$ cat config.mk
export PLATFORM = sky130hd
export DESIGN_NAME = cmd_frame_rx
export DESIGN_NICKNAME = d
export VERILOG_FILES = /design/src/rtl/cfr_pkg.sv /design/src/rtl/cfr_hex_nib.sv /design/src/rtl/cfr_text_buf.sv /design/src/rtl/cfr_parser.sv /design/src/rtl/cmd_frame_rx.sv
export SDC_FILE = /design/constraint.sdc
export NUM_CORES = 1
export LEC_CHECK = 0
export ABC_AREA = 1
export BUFFER_PORTS_ARGS = -buffer_cell sky130_fd_sc_hd__buf_2
export CAP_MARGIN = 20
export CORE_AREA = 2 2 190 136
export DETAILED_ROUTE_END_ITERATION = 16
export DIE_AREA = 0 0 192 138
export PLACE_DENSITY = 0.66
export SYNTH_ARGS = -nofsm -noshare
export SYNTH_HDL_FRONTEND = slang
export SYNTH_SLANG_ARGS = --single-unit
$ cat constraint.sdc
create_clock -name clk -period 5.45 [get_ports clk]
set_clock_uncertainty 0.1 [all_clocks]
set_input_delay 1.09 -clock clk [delete_from_list [all_inputs] [get_ports clk]]
set_output_delay 1.09 -clock clk [all_outputs]
set_load 0.05 [all_outputs]
$ cat src/rtl/cfr_pkg.sv
package cfr_pkg;
  typedef enum logic [1:0] {
    CFR_OK        = 2'd0,
    CFR_BADSUM    = 2'd1,
    CFR_EMPTY     = 2'd2,
    CFR_MALFORMED = 2'd3
  } cfr_status_t;

  typedef enum logic [2:0] {
    S_TEXT, S_HI, S_LO, S_CR, S_LF, S_SKIP
  } cfr_state_t;

  localparam logic [7:0] CH_COLON = 8'h3A;
  localparam logic [7:0] CH_CR    = 8'h0D;
  localparam logic [7:0] CH_LF    = 8'h0A;
endpackage

$ cat src/rtl/cfr_hex_nib.sv
module cfr_hex_nib (
  input  logic [7:0] ch,
  output logic       ok,
  output logic [3:0] nib
);
  always_comb begin
    ok  = 1'b1;
    nib = 4'd0;
    if (ch >= 8'h30 && ch <= 8'h39)      nib = 4'(ch - 8'h30);
    else if (ch >= 8'h41 && ch <= 8'h46) nib = 4'(ch - 8'h37);
    else if (ch >= 8'h61 && ch <= 8'h66) nib = 4'(ch - 8'h57);
    else                                 ok  = 1'b0;
  end
endmodule

$ cat src/rtl/cfr_text_buf.sv
module cfr_text_buf #(
  parameter  int DEPTH = 32,
  localparam int AW    = $clog2(DEPTH)
) (
  input  logic          clk,
  input  logic          we,
  input  logic [AW-1:0] wa,
  input  logic [7:0]    wd,
  input  logic [AW-1:0] ra,
  output logic [7:0]    rd
);
  logic [7:0] mem [DEPTH];

  always_ff @(posedge clk) begin
    if (we) mem[wa] <= wd;
    rd <= mem[ra];
  end
endmodule

$ cat src/rtl/cfr_parser.sv
module cfr_parser
  import cfr_pkg::*;
#(
  parameter  int MAX_LEN = 32,
  localparam int AW      = $clog2(MAX_LEN),
  localparam int LW      = $clog2(MAX_LEN + 1)
) (
  input  logic          clk,
  input  logic          rst,
  input  logic          in_valid,
  input  logic [7:0]    in_data,
  output logic          wr_en,
  output logic [AW-1:0] wr_addr,
  output logic [7:0]    wr_data,
  output logic          frame_done,
  output cfr_status_t   frame_status,
  output logic [LW-1:0] cmd_len
);
  cfr_state_t    st, nxt;
  logic [7:0]    sum;
  logic [LW-1:0] cnt;
  logic [3:0]    hi_nib;
  logic          match;
  logic          hex_ok;
  logic [3:0]    hex_val;
  logic          store, fin, take_hi, take_lo;
  cfr_status_t   fin_stat;

  cfr_hex_nib u_hex (.ch(in_data), .ok(hex_ok), .nib(hex_val));

  always_comb begin
    nxt      = st;
    store    = 1'b0;
    fin      = 1'b0;
    take_hi  = 1'b0;
    take_lo  = 1'b0;
    fin_stat = CFR_MALFORMED;
    if (in_valid) begin
      if (in_data == CH_LF && st != S_LF) begin
        fin = 1'b1;
      end else begin
        case (st)
          S_TEXT:
            if (in_data == CH_COLON) nxt = S_HI;
            else if (in_data == CH_CR || cnt == LW'(MAX_LEN)) nxt = S_SKIP;
            else store = 1'b1;
          S_HI:
            if (hex_ok) begin take_hi = 1'b1; nxt = S_LO; end
            else nxt = S_SKIP;
          S_LO:
            if (hex_ok) begin take_lo = 1'b1; nxt = S_CR; end
            else nxt = S_SKIP;
          S_CR:
            nxt = (in_data == CH_CR) ? S_LF : S_SKIP;
          S_LF:
            if (in_data == CH_LF) begin
              fin = 1'b1;
              if (cnt == '0)  fin_stat = CFR_EMPTY;
              else if (match) fin_stat = CFR_OK;
              else            fin_stat = CFR_BADSUM;
            end else nxt = S_SKIP;
          default: nxt = S_SKIP;
        endcase
      end
      if (fin) nxt = S_TEXT;
    end
  end

  assign wr_en   = store;
  assign wr_addr = cnt[AW-1:0];
  assign wr_data = in_data;

  always_ff @(posedge clk) begin
    if (rst) begin
      st           <= S_TEXT;
      sum          <= '0;
      cnt          <= '0;
      hi_nib       <= '0;
      match        <= 1'b0;
      frame_done   <= 1'b0;
      frame_status <= CFR_OK;
      cmd_len      <= '0;
    end else begin
      frame_done <= fin;
      st         <= nxt;
      if (store) begin
        sum <= sum + in_data;
        cnt <= cnt + 1'b1;
      end
      if (take_hi) hi_nib <= hex_val;
      if (take_lo) match  <= ({hi_nib, hex_val} == sum);
      if (fin) begin
        frame_status <= fin_stat;
        cmd_len      <= (fin_stat == CFR_OK || fin_stat == CFR_BADSUM) ? cnt : '0;
        sum          <= '0;
        cnt          <= '0;
        match        <= 1'b0;
      end
    end
  end

  // the stored length never exceeds the buffer size
  p_len_bound_r6: assert property (@(posedge clk) disable iff (rst)
    cnt <= LW'(MAX_LEN));

  // outputs only move in a strobe cycle
  p_hold_r8: assert property (@(posedge clk) disable iff (rst)
    (!frame_done && !$past(rst)) |-> ($stable(frame_status) && $stable(cmd_len)));

  // a good frame always carries command text
  p_ok_len_r2: assert property (@(posedge clk) disable iff (rst)
    (frame_done && frame_status == CFR_OK) |-> cmd_len != '0);

  // malformed and empty frames report no length
  p_bad_frame_len_r5: assert property (@(posedge clk) disable iff (rst)
    (frame_done && (frame_status == CFR_MALFORMED || frame_status == CFR_EMPTY)) |-> cmd_len == '0);

  // without a valid byte the parser state does not move
  p_idle_r9: assert property (@(posedge clk) disable iff (rst)
    !in_valid |=> $stable(st));
endmodule

$ cat src/rtl/cmd_frame_rx.sv
module cmd_frame_rx #(
  parameter  int MAX_LEN = 32,
  localparam int AW      = $clog2(MAX_LEN),
  localparam int LW      = $clog2(MAX_LEN + 1)
) (
  input  logic          clk,
  input  logic          rst,
  input  logic          in_valid,
  input  logic [7:0]    in_data,
  output logic          frame_done,
  output logic [1:0]    frame_status,
  output logic [LW-1:0] cmd_len,
  input  logic [AW-1:0] rd_addr,
  output logic [7:0]    rd_data
);
  logic                 wr_en;
  logic [AW-1:0]        wr_addr;
  logic [7:0]           wr_data;
  cfr_pkg::cfr_status_t stat;

  cfr_parser #(.MAX_LEN(MAX_LEN)) u_parser (
    .clk(clk), .rst(rst), .in_valid(in_valid), .in_data(in_data),
    .wr_en(wr_en), .wr_addr(wr_addr), .wr_data(wr_data),
    .frame_done(frame_done), .frame_status(stat), .cmd_len(cmd_len)
  );

  cfr_text_buf #(.DEPTH(MAX_LEN)) u_buf (
    .clk(clk), .we(wr_en), .wa(wr_addr), .wd(wr_data),
    .ra(rd_addr), .rd(rd_data)
  );

  assign frame_status = stat;
endmodule

==> flow_metrics.tcl <==
set metrics [dict create \
    finalSetupTns_ps 0 \
    leakage_nw 4.59 \
    diodes 0 \
    ys_seq_elements 295 \
    h-tree-depth 1 \
    finalSetupViolCount 0 \
    grt_use_total_pct 23.3 \
    cp_max_fo 35 \
    drive_above_1_share_pct 10.4 \
    cts_tree "built" \
    path_clk_slew_ps 70 \
    cts_root_buf "clkbuf_16" \
    synth_ff_type "edfxtp_1" \
    async_flop_share_pct 0 \
    place.gp.congestion 0.871 \
    netlist-cell-type-count 38 \
    powerDensity_mw_per_mm2 362 \
    n_fill_cell 2086 \
    crit_type "primary input to flop" \
    die_area_sq_mm 0.0265 \
    ff2ff_setup_slack_ps 2330 \
    syn_nets 1051 \
    dr.pass1.iters 6 \
    vias_per_cell 5.98 \
    syn_area_per_cell_sq_um 12.0 \
    drc 0 \
    maxCapViolations 0 \
    crit_family "simple AND/OR/NAND/NOR gates" \
    nets 1073 \
    avgRoutedWirePerCell_microns 22.2 \
    area_growth_pct 11.3 \
    hold_viol_final 0 \
    cp-end-kind "flop" \
    synthTopCellsByArea "edfxtp_1 (63%), dfxtp_1 (6.4%), nor2_1 (6.2%)" \
    r2r-start "u_parser.cnt[0]" \
    arrival_ps 3580 \
    wl_met3_microns 2860 \
    first_iter_violations 1175 \
    finalCritPeriodShare_pct 64.5 \
    rr_endpoint "u_buf.mem[20][1]" \
    grt_max_degree 68 \
    ys_seq_area_share_pct 69.5 \
    die_w_microns 192 \
    clockBufferDepth 3 \
    crit_chain "buf_2 > buf_4 > nand2_1 > nor2_2 > nand2_1 > nand2_1 > nor2_1 > nand3_2 > inv_4 > nand2_1 > nor2_1" \
    crit_buf_inv 3 \
    portBuffers 32 \
    min_path_cells 1 \
    max_freq_ghz 0.285 \
    fp.dieH_microns 138 \
    vdd_ir_drop_max_v 0.000266 \
    crit_path_frequent_cell "nand2_1" \
    grt_pass1_vias 7707 \
    yosys_warnings 0 \
    grt_remaining_overflow 0 \
    routed_wl_microns 30900 \
    fin_util_pct 54.2 \
    worst_hold_slack_ps 362 \
    antenna_left 0 \
    dp_hpwl_microns 19100 \
    min_to "u_parser.cmd_len[1]" \
    via_count 8329 \
    start_util_pct 48.7 \
    postCtsResizedCells 0 \
    dr.max_layer_used "met4" \
    slew_headroom_pct 34.7 \
    status "complete, no violations" \
    power.total_mw 4.91 \
    worst_pin_slew_ps 979 \
    slowest_delay_ps 690 \
    grt_pass1_wl_microns 46600 \
    worstHoldStart "u_parser.cmd_len[1]" \
    ios 33 \
    cts.hold.buffers_added 0 \
    wl_met1_microns 14400 \
    antenna_found_initial 0 \
    met2_length_microns 12900 \
    std_cell_rows 49 \
    clk_latency_ps 540 \
    r2r_cells 9 \
    syn-instance-count 1019 \
    crit_required_ps 5520 \
    start_kind "primary input" \
    cp_slowest_cell "nor2_1" \
    cts_setup_buffers 0 \
    rsz0062_at_grt "no" \
    numCtsBuffers 28 \
    path_depth 11 \
    yosysTopAreaCellShare_pct 63.1 \
    synth_area_sq_mm 0.0122 \
    holdCritPathClass "flop to flop" \
    core_region_area_sq_mm 0.0250 \
    finalCriticalPeriod_ps 3510 \
    synth_edf_count 256 \
    cts_sinks 295 \
    slew_violations 0 \
    synth_area_leader_cell "edfxtp_1" \
]
cell families (layout without fill, tap and decap cells):
group,after synthesis,count (layout),synth area share [%]
flip-flops,295,295,69.5
AO/OA/AOI/OAI,267,267,13.2
XOR/XNOR,11,11,0.791
AND/OR/NAND/NOR,332,332,11.3
buffers and inverters,98,141,3.46
adder cells (fa/ha/maj),16,16,1.70
state kept, by name, summed over array words and instances (netlist names):
name                   flops
u_parser.hi_nib            4
u_parser.match             1
u_buf.rd                   8
u_parser.frame_status      2
u_parser.cmd_len           6
u_parser.st                3
u_buf.mem                256
u_parser.sum               8
u_parser.cnt               6
u_parser.frame_done        1
Yosys cell counts (5+ instances only):
cell and instances:
a21oi_1 30, a31oi_1 11, a32o_1 5, buf_2 14, buf_4 5, clkbuf_1 35
dfxtp_1 39, edfxtp_1 256, ha_1 15, inv_1 36, nand2_1 62, nand3_1 40
nor2_1 200, nor3_1 12, o21ai_0 145, o21ai_1 6, o221ai_1 54, o22ai_1 10
xor2_1 9
per-stage QoR:
step	setup WS [ps]	instance area (sq um)	instances
floorplan	2330	12200	1019
global placement	1480	12600	1342
detailed placement	1360	12600	1342
CTS	1950	13600	1393
global route	1740	13600	1393
finish	1940	13600	1393
per-layer routing:
layer / global-route usage (%) / up-vias
met5: 0 / -
met4: 6.31 / 0
met2: 32.5 / 433
met3: 2.82 / 63
met1: 38.5 / 4035
li1: - / 3798
how the worst max path moves through the flow:
stage / from / to / slack [ps]
global route: in_data[4] / u_buf.mem[10][4] / 1740
CTS: in_data[4] / u_buf.mem[8][1] / 1950
floorplan: in_data[0] / u_buf.mem[3][0] / 2330
global placement: in_data[4] / u_buf.mem[8][5] / 1480
detailed placement: in_data[4] / u_buf.mem[20][4] / 1360
finish: in_data[4] / u_buf.mem[20][1] / 1940
report_power, final:
part / switching (mW) / internal [mW] / leakage, nW / total (mW)
clock: 0.839 / 1.13 / 0.450 / 1.97
sequential: 0.0238 / 2.49 / 2.62 / 2.52
combinational: 0.314 / 0.114 / 1.51 / 0.428
placed cells by master, fill, tap and decap left out, drive strengths merged:
cell	count
edfxtp	256
nor2	205
o21ai	151
nand2	65
o221ai	54
buf	48
inv	43
nand3	42
dfxtp	39
clkbuf	35
a21oi	30
ha	15
nor3	14
a31oi	11
o22ai	10
clkinv	10
xor2	9
a32o	5
a211oi	3
nand4	3
bufinv	3
or2	2
xnor2	2
clkinvlp	2
a22oi	1
a22o	1
o211ai	1
nand3b	1
fa	1
cell type report:
type / instances / area [sq um] / area share (%)
Clock buffer: 35 / 748 / 5.52
Clock inverter: 16 / 180 / 1.33
Inverter: 42 / 161 / 1.19
Multi-Input combinational cell: 626 / 3290 / 24.3
Sequential cell: 295 / 8470 / 62.4
Tap cell: 331 / 414 / 3.05
Timing Repair Buffer: 48 / 295 / 2.18
Note: power is estimated with default switching activity, not from simulation.
